**src/rtl/wake_irq_pkg.sv**
```systemverilog
package wake_irq_pkg;
    localparam int SRC_W = 8;

    localparam int B_RTC    = 0;
    localparam int B_LOWBAT = 2;
    localparam int B_EXTW   = 3;
    localparam int B_WCOMP  = 4;
    localparam int B_PADIO  = 5;
    localparam int B_RSTPAD = 6;
    localparam int B_VFAIL  = 7;

    localparam logic [SRC_W-1:0] IMPL_BITS = 8'hFD;
    localparam logic [SRC_W-1:0] IMM_BITS  = 8'h70;
    localparam logic [SRC_W-1:0] IO_BITS   = 8'h60;
    localparam logic [SRC_W-1:0] DLY_BITS  = 8'h8D;

    localparam logic [7:0] OFF_MASK  = 8'h00;
    localparam logic [7:0] OFF_RAW   = 8'h04;
    localparam logic [7:0] OFF_MSKD  = 8'h08;
    localparam logic [7:0] OFF_CLR   = 8'h0C;
    localparam logic [7:0] OFF_GPIO  = 8'h10;

    typedef enum logic [0:0] {
        CLR_IDLE = 1'b0,
        CLR_WAIT = 1'b1
    } clr_state_e;
endpackage

```
**src/rtl/wirq_regbus.sv**
```systemverilog
module wirq_regbus
    import wake_irq_pkg::*;
#(
    parameter int NUM_GPIO = 8
) (
    input  logic                clk,
    input  logic                rst_n,
    input  logic                wr_i,
    input  logic                rd_i,
    input  logic [7:0]          addr_i,
    input  logic [31:0]         wdata_i,
    input  logic [SRC_W-1:0]    raw_i,
    input  logic [NUM_GPIO-1:0] gpio_i,
    output logic [SRC_W-1:0]    mask_o,
    output logic [SRC_W-1:0]    clr_bits_o,
    output logic [31:0]         rdata_o
);
    logic [SRC_W-1:0] mask_q;
    logic [31:0]      rdata_q;
    logic [31:0]      rd_mux;
    logic             unused_wdata;

    assign unused_wdata = ^wdata_i[31:SRC_W];

    always_ff @(posedge clk or negedge rst_n) begin
        if (!rst_n) begin
            mask_q <= '0;
        end else if (wr_i && addr_i == OFF_MASK) begin
            mask_q <= wdata_i[SRC_W-1:0] & IMPL_BITS;
        end
    end

    assign clr_bits_o = (wr_i && addr_i == OFF_CLR) ? (wdata_i[SRC_W-1:0] & IMPL_BITS) : '0;

    always_comb begin
        unique case (addr_i)
            OFF_MASK: rd_mux = 32'(mask_q);
            OFF_RAW:  rd_mux = 32'(raw_i);
            OFF_MSKD: rd_mux = 32'(raw_i & mask_q);
            OFF_CLR:  rd_mux = 32'(raw_i);
            OFF_GPIO: rd_mux = 32'(gpio_i);
            default:  rd_mux = '0;
        endcase
    end

    always_ff @(posedge clk or negedge rst_n) begin
        if (!rst_n) begin
            rdata_q <= '0;
        end else if (rd_i) begin
            rdata_q <= rd_mux;
        end
    end

    assign mask_o  = mask_q;
    assign rdata_o = rdata_q;


    mask_ro_write_chk: assert property (@(posedge clk) disable iff (!rst_n)
        (wr_i && addr_i != OFF_MASK) |=> $stable(mask_q));
endmodule

```
**src/rtl/wirq_clrseq.sv**
```systemverilog
module wirq_clrseq
    import wake_irq_pkg::*;
(
    input  logic             clk,
    input  logic             rst_n,
    input  logic [SRC_W-1:0] req_i,
    input  logic             wr_done_i,
    output logic [SRC_W-1:0] apply_o
);
    clr_state_e       state_q, state_d;
    logic [SRC_W-1:0] pending_q, pending_d;

    always_comb begin
        state_d   = state_q;
        pending_d = pending_q;
        unique case (state_q)
            CLR_IDLE: begin
                pending_d = req_i;
                if (req_i != '0) state_d = CLR_WAIT;
            end
            CLR_WAIT: begin
                if (wr_done_i) begin
                    pending_d = req_i;
                    state_d   = (req_i != '0) ? CLR_WAIT : CLR_IDLE;
                end else begin
                    pending_d = pending_q | req_i;
                end
            end
            default: begin
                state_d   = CLR_IDLE;
                pending_d = '0;
            end
        endcase
    end

    always_ff @(posedge clk or negedge rst_n) begin
        if (!rst_n) begin
            state_q   <= CLR_IDLE;
            pending_q <= '0;
        end else begin
            state_q   <= state_d;
            pending_q <= pending_d;
        end
    end

    always_comb begin
        unique case (state_q)
            CLR_WAIT: apply_o = wr_done_i ? pending_q : '0;
            default:  apply_o = '0;
        endcase
    end


    pend_idle_chk: assert property (@(posedge clk) disable iff (!rst_n)
        (state_q == CLR_IDLE) |-> (pending_q == '0));

    pend_hold_chk: assert property (@(posedge clk) disable iff (!rst_n)
        (state_q == CLR_WAIT && !wr_done_i) |=> ((pending_q & $past(pending_q)) == $past(pending_q)));
endmodule

```
**src/rtl/wirq_status.sv**
```systemverilog
module wirq_status
    import wake_irq_pkg::*;
#(
    parameter int NUM_GPIO = 8
) (
    input  logic                clk,
    input  logic                rst_n,
    input  logic [SRC_W-1:0]    set_i,
    input  logic [SRC_W-1:0]    clr_i,
    input  logic                io_clr_i,
    input  logic [NUM_GPIO-1:0] gpio_ev_i,
    output logic [SRC_W-1:0]    raw_o,
    output logic [NUM_GPIO-1:0] gpio_o
);
    logic [SRC_W-1:0]    raw_q;
    logic [NUM_GPIO-1:0] gpio_q;

    always_ff @(posedge clk or negedge rst_n) begin
        if (!rst_n) begin
            raw_q  <= '0;
            gpio_q <= '0;
        end else begin
            raw_q  <= (set_i | (raw_q & ~clr_i)) & IMPL_BITS;
            gpio_q <= gpio_ev_i | (io_clr_i ? '0 : gpio_q);
        end
    end

    assign raw_o  = raw_q;
    assign gpio_o = gpio_q;


    set_wins_chk: assert property (@(posedge clk) disable iff (!rst_n)
        ((set_i & IMPL_BITS) != '0) |=> ((raw_q & $past(set_i & IMPL_BITS)) == $past(set_i & IMPL_BITS)));

    io_wipe_chk: assert property (@(posedge clk) disable iff (!rst_n)
        (io_clr_i && gpio_ev_i == '0) |=> (gpio_q == '0));
endmodule

```
**src/rtl/wake_irq_ctrl.sv**
```systemverilog
module wake_irq_ctrl
    import wake_irq_pkg::*;
#(
    parameter int NUM_GPIO = 8
) (
    input  logic                clk,
    input  logic                rst_n,
    input  logic                bus_wr_i,
    input  logic                bus_rd_i,
    input  logic [7:0]          bus_addr_i,
    input  logic [31:0]         bus_wdata_i,
    output logic [31:0]         bus_rdata_o,
    input  logic                ev_supply_fail_i,
    input  logic                ev_rst_pad_i,
    input  logic                ev_pad_io_i,
    input  logic                ev_ext_wake_i,
    input  logic                ev_low_batt_i,
    input  logic                rtc_match_i,
    input  logic                wr_done_i,
    input  logic [NUM_GPIO-1:0] gpio_wake_i,
    output logic                irq_o
);
    logic [SRC_W-1:0]    mask;
    logic [SRC_W-1:0]    raw;
    logic [SRC_W-1:0]    clr_bits;
    logic [SRC_W-1:0]    clr_imm;
    logic [SRC_W-1:0]    clr_apply;
    logic [SRC_W-1:0]    set_vec;
    logic [NUM_GPIO-1:0] gpio_st;
    logic                io_clr;

    assign set_vec = {ev_supply_fail_i, ev_rst_pad_i, ev_pad_io_i, wr_done_i,
                      ev_ext_wake_i, ev_low_batt_i, 1'b0, rtc_match_i};

    assign io_clr  = clr_bits[B_PADIO] | clr_bits[B_RSTPAD];
    assign clr_imm = (clr_bits & IMM_BITS) | (io_clr ? IO_BITS : '0);

    wirq_regbus #(.NUM_GPIO(NUM_GPIO)) u_bus (
        .clk        (clk),
        .rst_n      (rst_n),
        .wr_i       (bus_wr_i),
        .rd_i       (bus_rd_i),
        .addr_i     (bus_addr_i),
        .wdata_i    (bus_wdata_i),
        .raw_i      (raw),
        .gpio_i     (gpio_st),
        .mask_o     (mask),
        .clr_bits_o (clr_bits),
        .rdata_o    (bus_rdata_o)
    );

    wirq_clrseq u_seq (
        .clk       (clk),
        .rst_n     (rst_n),
        .req_i     (clr_bits & DLY_BITS),
        .wr_done_i (wr_done_i),
        .apply_o   (clr_apply)
    );

    wirq_status #(.NUM_GPIO(NUM_GPIO)) u_stat (
        .clk       (clk),
        .rst_n     (rst_n),
        .set_i     (set_vec),
        .clr_i     (clr_imm | clr_apply),
        .io_clr_i  (io_clr),
        .gpio_ev_i (gpio_wake_i),
        .raw_o     (raw),
        .gpio_o    (gpio_st)
    );

    assign irq_o = |(raw & mask);


    wc_clear_now_chk: assert property (@(posedge clk) disable iff (!rst_n)
        (clr_imm[B_WCOMP] && !wr_done_i) |=> !raw[B_WCOMP]);

    rtc_hold_chk: assert property (@(posedge clk) disable iff (!rst_n)
        rtc_match_i |=> raw[B_RTC]);

    irq_needs_mask_chk: assert property (@(posedge clk) disable iff (!rst_n)
        irq_o |-> (mask != '0));
endmodule

```
**config.mk**
```make
export PLATFORM = sky130hd
export DESIGN_NAME = wake_irq_ctrl
export DESIGN_NICKNAME = d
export VERILOG_FILES = /design/src/rtl/wake_irq_pkg.sv /design/src/rtl/wirq_regbus.sv /design/src/rtl/wirq_clrseq.sv /design/src/rtl/wirq_status.sv /design/src/rtl/wake_irq_ctrl.sv
export SDC_FILE = /design/constraint.sdc
export NUM_CORES = 1
export LEC_CHECK = 0
export ABC_AREA = 0
export BUFFER_PORTS_ARGS = -buffer_cell sky130_fd_sc_hd__buf_2
export CAP_MARGIN = 30
export CORE_MARGIN = 2
export CORE_UTILIZATION = 45
export CTS_BUF_LIST = sky130_fd_sc_hd__clkbuf_16
export CTS_CLUSTER_DIAMETER = 200
export DETAILED_ROUTE_END_ITERATION = 8
export HOLD_SLACK_MARGIN = 0.1
export PLACE_DENSITY_LB_ADDON = 0.2
export SETUP_SLACK_MARGIN = 0.2
export SKIP_CTS_REPAIR_TIMING = 1
export SLEW_MARGIN = 10
export SYNTH_ARGS = -nofsm -noshare
export SYNTH_HDL_FRONTEND = slang
export SYNTH_SLANG_ARGS = --single-unit
```
**constraint.sdc**
```tcl
create_clock -name clk -period 1.2 [get_ports clk]
set_input_delay 0.06 -clock clk [delete_from_list [all_inputs] [get_ports clk]]
set_output_delay 0.06 -clock clk [all_outputs]
set_load 0.01 [all_outputs]
```
Word level (Yosys, flattened, before mapping). Index checks and enable logic that the tools add are counted.

Register bits after elaboration: 63. Word-level logic and storage cells: 38. Output and inout port bits: 33. Bits of input ports: 59.

Bitwise logic cells: 11. Reductions and logical operators: 6. Mux-type cells: 11. Eq/ne operators: 4.

Operators with widths (count): $pmux W32 S4 (1); $mux W8 (5); $and A8 B8 Y8 (3); $or A8 B8 Y8 (3); $eq A8 B4 Y1 const B (2); $pmux W8 S2 (1); $eq A8 B3 Y1 const B (1); $eq A8 B5 Y1 const B (1); $logic_not A8 Y1 (1); $not A8 Y8 (1); $or A7 B8 Y8 (1); $reduce_bool A8 Y1 (1); $reduce_or A8 Y1 (1); $mux W7 (1); $or A7 B7 Y7 (1); $logic_and A1 B1 Y1 (2); $mux W1 (2); $pmux W1 S2 (1); $reduce_or A2 Y1 (1); $not A1 Y1 (1); $or A1 B1 Y1 (1).

Longest topological paths before layout. Gate-level depths: netlist of the first run.

Depth in word-level cells: 10. Depth in mapped cells: 5. Mapped depth without buffers: 4.

Modules after synthesis. From an unflattened synthesis of the first run, not the netlist that was laid out.

Cell total of the unflattened synthesis: 191. Area total of the unflattened synthesis: 2113.3 um^2.

By module, submodules not included: wirq_regbus (instances 1, seq. area each 375.4 um^2, area each 1133.6 um^2, cells each 111); wirq_status (instances 1, seq. area each 375.4 um^2, area each 529.3 um^2, cells each 40); wirq_clrseq (instances 1, seq. area each 225.2 um^2, area each 385.4 um^2, cells each 30); wake_irq_ctrl (instances 1, seq. area each 0.0 um^2, area each 65.1 um^2, cells each 10).

Least setup slack after synthesis of the first run. No wires, ideal clock.

Path kind: input port to flip-flop. From: input port bus_addr_i[1]. To: register u_bus.mask_q[0], in the netlist u_bus.mask_o[0]. Arrival: 1589 ps. Stages on the path: 5. Setup slack: -514 ps. Data required time: 1075 ps. Library setup time: 125 ps. Buffers on the path: 1. Cell sequence: or4_4 -> nor4_4 -> and3b_1 -> buf_6 -> mux2_2.

Longest elaborated chain between the ends: 2.

RTL lines: start, declared (line wake_irq_ctrl.sv:10) `input logic [7:0] bus_addr_i,`; $logic_not A8 Y1 (line wirq_regbus.sv:28) `end else if (wr_i && addr_i == OFF_MASK) begin`; $logic_and A1 B1 Y1 (line wirq_regbus.sv:28); end signal, assigned (line wirq_regbus.sv:29) `mask_q <= wdata_i[SRC_W-1:0] & IMPL_BITS;`; end, declared (line wirq_regbus.sv:18) `logic [SRC_W-1:0] mask_q;`.

No other way between the ends. A chain may end at the register's enable or synchronous reset.

Worst setup path in the final report of the first run.
From: register u_stat.raw_q[7], in the netlist u_stat.raw_o[7]. To: output port irq_o.

Longest elaborated chain between the ends: 2.

RTL lines: start, declared (line wirq_status.sv:15) `logic [SRC_W-1:0] raw_q;`; start signal, assigned (line wirq_status.sv:23) `raw_q <= (set_i | (raw_q & ~clr_i)) & IMPL_BITS;`; $and A8 B8 Y8 (line wake_irq_ctrl.sv:71) `assign irq_o = |(raw & mask);`; $reduce_or A8 Y1 (line wake_irq_ctrl.sv:71); end, declared (line wake_irq_ctrl.sv:21) `output logic irq_o`.

No other way between the ends.

==> reports/summary.txt, run 1 <==
CTS clk-pin slew, worst paths -> 0.05 ns
max-cap violation count -> 0
Core ar. -> 0.00374 mm^2
worst reg2reg setup slack -> -0.05 ns
Crit. Startpoint -> u_stat.raw_o[7]$_DFF_PN0_
Total GRT Usage -> 18.4%
Worst Min Path Start -> bus_rd_i
CTS tree -> yes
vias -> 1438
Crit Path Class -> flip-flop to primary output
Bufs on Longest Clock Path -> 2
RSZ-0062 raised after global routing -> true
placed cell area -> 0.00198 mm^2
# DRC -> 0
setup_tns -> -3.19 ns
Rows -> 22
Initial DRC Count -> 78
Die Ht -> 67.0 um
vias in the first global route -> 1266
die width -> 67.0 um
layout cells sized above 1 -> 35.9%
mean routed wirelength per cell -> 15.2 um
CP Cell Sequence -> a222oi_1 > nand3_1 > buf_2
fmax -> 717 MHz
most frequent cells in the layout -> 41 x buf_2, 35 x dfrtp_1, 24 x conb_1
library cells used by synthesis -> 26
CP endpoint kind -> primary output
ANT cells -> 0
Setup violations, final -> 26
Yosys warning count -> 0
Tcrit/Tclk final -> 116%
Worst EP arrival -> 1.34 ns
slowest stage delay, CP -> 0.41 ns
FF+latch count, synth -> 35
slowest CP cell -> dfrtp_1
TritonCTS buffer count -> 5
Setup Skew -> 0.00557 ns
CP Launch Type -> flip-flop
P_leak -> 1.11 nW
dpl cells -> 246
initial antenna violation count -> 0
final core occ -> 65.2%
worst vdd ir -> 0.959 mV
r2r startpoint -> u_bus.mask_o[7]$_DFFE_PN0P_
wire length of the first global-routing pass -> 6.03 mm
ANT nets after route -> 0
Critical Path Fanout Max -> 3
Hold EP -> u_bus.rdata_o[7]$_DFFE_PN0P_
Vias per Instance -> 5.15
first-pass detailed-route iteration total -> 5
Syn Inst Count -> 153
GRT overflow -> 0
Synth-to-Final Area Change -> 36.7%
Pins Over Slew Limit -> 0
detailed placement HPWL -> 2.88 mm
Nets -> 289
status -> complete, but fails checks
Finished Layout Cells -> 279
Routed WL -> 4.23 mm
final instance area -> 0.00244 mm^2
Req. time, crit path -> 1.14 ns
# IOs -> 92
pin count of the biggest net entering global routing -> 36
type of the worst min-delay path -> input pin to flip-flop
clock root cell -> clkbuf_16
gpl congestion -> 0.807
IO buf count -> 42
Hold WS -> 0.117 ns
Mean Syn Cell Area -> 11.7 um^2
cells on worst reg2reg path -> 4
final worst path period need -> 1.40 ns
Worst-Skew Late Latency -> 0.28 ns
hold depth -> 2
sequential fraction of the synthesis area -> 49.1%
initial core utilization -> 47.7%
cell area after synthesis -> 0.00178 mm^2
clk sink count -> 35
Critical R2R Capture -> u_bus.rdata_o[7]$_DFFE_PN0P_
Die Area -> 0.00448 mm^2
most common cell after layout, fill and taps aside -> buf_2
final hold vios -> 0
violated checks -> negative setup slack
H-tree Lvls -> 2
fin worst setup slack -> -0.195 ns
PwrDens -> 1140 mW/mm^2
filler cell count -> 299
==> layer usage <==
metal / up-vias / track usage, % / wire length, um
met2: 61 / 30.3 / 2120
met5: - / 0 / 0
met4: 0 / 5.36 / 46
met3: 6 / 5.57 / 261
li1: 668 / - / -
met1: 703 / 23.4 / 1800
==> synthesized netlist by cell type <==
master	count	area, um^2
nand3_1	7	35.0
and3b_1	1	8.76
inv_1	8	30.0
nor2b_1	1	6.26
a22oi_1	2	15.0
a32oi_1	7	61.3
buf_1	2	7.51
a22o_1	3	26.3
clkbuf_8	2	27.5
nor3_1	1	5.00
dfrtp_1	35	876
nor4_4	2	42.5
nand4_1	1	6.26
or4_1	1	7.51
nand2_1	3	11.3
a222oi_1	1	10.0
o21ai_0	3	15.0
nor2_1	1	3.75
buf_4	24	180
a21o_1	23	173
mux2_2	14	158
or4_4	1	11.3
conb_1	1	3.75
o21ai_2	1	8.76
buf_6	1	11.3
o22ai_1	7	43.8
==> flip-flops by register name (all words and copies together), names as in the netlist <==
signal	cells
u_bus.mask_o	7
u_bus.rdata_o	8
u_seq.pending_q	4
u_seq.state_q	1
u_stat.gpio_o	8
u_stat.raw_o	7
==> worst max-delay path by stage <==
stage | endpoint | cells past startpoint
floorplan | u_bus.mask_o[0]$_DFFE_PN0P_ | 5
global placement | u_bus.mask_o[6]$_DFFE_PN0P_ | 6
detailed placement | u_stat.gpio_o[0]$_DFF_PN0_ | 6
CTS | u_bus.mask_o[4]$_DFFE_PN0P_ | 6
global route | irq_o | 3
finish | irq_o | 3
==> worst max-delay path, delay by kind of cell (launching register included) <==
family | cells | cell delay, ns
buf+inv | 1 | 0.16
simple gates | 1 | 0.12
compound gates | 1 | 0.37
flops | 1 | 0.41
==> per-stage QoR <==
step | total power (W) | setup slack, ns
2_1_floorplan | 0.00141 | -0.514
3_3_place_gp | 0.00146 | -0.448
3_5_place_dp | 0.00147 | -0.496
4_1_cts | 0.00271 | -0.209
5_1_grt | 0.00288 | -0.232
6_report | 0.00277 | -0.195
==> logic make-up (layout without fill, tap and decap cells) <==
| kind of cell | after synthesis | count (layout) | synth area share (%) |
|---|---|---|---|
| other | 1 | 24 | 0.210 |
| multiplexers | 14 | 14 | 8.84 |
| flip-flops | 35 | 35 | 49.1 |
| buffers and inverters | 37 | 92 | 14.4 |
| AND/OR/NAND/NOR | 19 | 19 | 7.71 |
| AO/OA/AOI/OAI | 47 | 47 | 19.8 |
==> area by class of cell <==
| cell class | count | area (um^2) | area share, % |
|---|---|---|---|
| clock inverters | 3 | 20.0 | 0.821 |
| flip-flops and latches | 35 | 876 | 35.9 |
| repair buffers | 76 | 541 | 22.2 |
| well taps | 48 | 60.1 | 2.46 |
| inverters | 8 | 30.0 | 1.23 |
| multi-input cells | 104 | 788 | 32.3 |
| clock buffers | 5 | 125 | 5.13 |
==> report_power, final <==
part	switching [W]	leakage, nW	internal [W]
Sequential	0.0000140	0.409	0.00119
Clock	0.000476	0.0658	0.000763
Combinational	0.000162	0.640	0.000163
Total	0.000652	1.11	0.00212
No activity file was read; power rests on OpenSTA's default activity.
==> run 2, diff against run 1 <==
Settings changed: CORE_ASPECT_RATIO from default to 0.6.
==> reports/summary.txt, run 2 (synthesis gave the netlist of run 1 again) <==
layout cells sized above 1 -> 39.1% (+3.2 points)
Rows -> 17 (-23%)
Pins Over Slew Limit -> 0 (unchanged)
most common cell after layout, fill and taps aside -> buf_2
most frequent cells in the layout -> 41 x buf_2, 35 x dfrtp_1, 24 x conb_1
pre-CTS setup slack -> -0.498 ns (-0.00232 ns)
gpl congestion -> 0.803 (-0.48%)
family with the most delay on the worst path -> flip-flops
CTS tree -> yes
WP buf/inv -> 1 (unchanged)
CP endpoint kind -> primary output
Worst-Skew Late Latency -> 0.28 ns (about the same)
detailed placement HPWL -> 2.98 mm (+3.5%)
ANT cells -> 0 (unchanged)
dpl cells -> 246 (unchanged)
type of the worst min-delay path -> input pin to flip-flop
Initial DRC Count -> 67 (-14%)
mean routed wirelength per cell -> 15.6 um (+3.0%)
ANT nets after route -> 0 (unchanged)
vias -> 1499 (+4.2%)
filler cell count -> 278 (-7.0%)
# IOs -> 92 (unchanged)
Core ar. -> 0.00374 mm^2 (unchanged)
CP Launch Type -> flip-flop
Die Ht -> 52.8 um (-21%)
H-tree Lvls -> 2 (unchanged)
wire length of the first global-routing pass -> 6.25 mm (+3.7%)
final hold vios -> 0 (unchanged)
# DRC -> 0 (unchanged)
Setup violations, final -> 31 (+19%)
P_leak -> 1.17 nW (+4.6%)
worst vdd ir -> 0.818 mV (-15%)
Worst EP arrival -> 1.34 ns (about the same)
PwrDens -> 1260 mW/mm^2 (+11%)
Routed WL -> 4.40 mm (+4.1%)
vias in the first global route -> 1285 (+1.5%)
Synth-to-Final Area Change -> 43.1%
CP Cell Sequence -> a222oi_1 > nand3_1 > buf_2
first-pass detailed-route iteration total -> 4 (-1)
max-cap violation count -> 0 (unchanged)
RSZ-0062 raised after global routing -> true
Tcrit/Tclk final -> 117% (+0.36 points)
die width -> 85.3 um (+27%)
initial core utilization -> 47.7% (unchanged)
IO buf count -> 42 (unchanged)
pin count of the biggest net entering global routing -> 36 (unchanged)
Critical Path Fanout Max -> 3 (unchanged)
slowest CP cell -> dfrtp_1
Bufs on Longest Clock Path -> 2 (unchanged)
fmax -> 715 MHz (-0.31%)
violated checks -> negative setup slack
Setup Skew -> 0.00683 ns (+0.00127 ns)
Req. time, crit path -> 1.14 ns (about the same)
clk sink count -> 35 (unchanged)
status -> complete, but fails checks
Vias per Instance -> 5.32 (+3.1%)
TritonCTS buffer count -> 5 (unchanged)
Total GRT Usage -> 18.8% (+0.37 points)
Finished Layout Cells -> 282 (+1.1%)
GRT overflow -> 0 (unchanged)
initial antenna violation count -> 0 (unchanged)
clock root cell -> clkbuf_16
Die Area -> 0.00450 mm^2 (+0.38%)
CTS clk-pin slew, worst paths -> 0.06 ns (about the same)
slowest stage delay, CP -> 0.40 ns (about the same)
fin worst setup slack -> -0.199 ns (-0.00437 ns)
Crit Path Class -> flip-flop to primary output
Nets -> 293 (+1.4%)
final worst path period need -> 1.40 ns (+0.00437 ns)
==> run 2: cell count changes in the layout (fill, tap and decap cells not counted), moves of 2 or more <==
| cell | change |
|---|---|
| buf_4 | +2 |
| buf_6 | +2 |
| bufinv_16 | +2 |
| dlygate4sd3_1 | -2 |
| nand2_1 | -2 |
| nand2_2 | +2 |
| o21ai_4 | +2 |
==> run 2: final timing paths <==
kind                                                  start                      endpoint  slack [ns]  cells past startpoint
worst max-delay path            u_bus.mask_o[7]$_DFFE_PN0P_                         irq_o       -0.20                      3
worst min-delay path                         bus_wdata_i[3]       u_seq.state_q$_DFF_PN0_        0.11                      3
worst max register to register  u_bus.mask_o[5]$_DFFE_PN0P_  u_bus.rdata_o[5]$_DFFE_PN0P_           0                      4
worst min register to register   u_stat.gpio_o[3]$_DFF_PN0_    u_stat.gpio_o[3]$_DFF_PN0_        0.48                      1
max in group asynchronous                             rst_n  u_seq.pending_q[7]$_DFF_PN0_        0.75                      3
min in group asynchronous                             rst_n     u_stat.raw_o[2]$_DFF_PN0_        0.27                      3
==> run 2: where the power goes <==
group,switching [W],total (W),internal (W)
Combinational,0.000167,0.000333,0.000166
Sequential,0.0000128,0.00121,0.00119
Clock,0.000485,0.00167,0.00119
==> run 2: worst reg2reg max path, stage by stage (launching register included) <==
cell     delay (ns)
dfrtp_1        0.40
buf_4          0.15
mux2_2         0.25
a32oi_1        0.16
o22ai_1        0.11
==> run 2: layout make-up <==
cell class                 instances  area, um^2  area share, %
sequential                        35         876           34.3
multi-input combinational        105         817           32.0
clock buffer                       5         125           4.90
timing repair buffer              79         578           22.6
clock inverter                     3        67.6           2.65
tap                               47        58.8           2.30
inverter                           8        30.0           1.18
==> run 2: through the flow <==
step                hold slack, ns  instance area, um^2  setup TNS (ns)  util (%)  total power [W]
floorplan                   -0.236                 1870           -8.26         -          0.00141
finish                       0.113                 2550           -3.69      68.2          0.00321
detailed placement          0.0363                 2000          -12.42      53.4          0.00148
global placement            0.0304                 2000          -11.25      53.4          0.00147
CTS                         -0.264                 2190           -3.96      58.6          0.00316
global route                 0.127                 2550           -4.51      68.2          0.00333
==> run 2: per-layer routing <==
layer | part of all wire, % | global-route usage (%)
met1 | 46 | 25.0
met2 | 46 | 29.6
met3 | 6.1 | 4.72
met4 | 1.8 | 7.94
met5 | 0 | 0
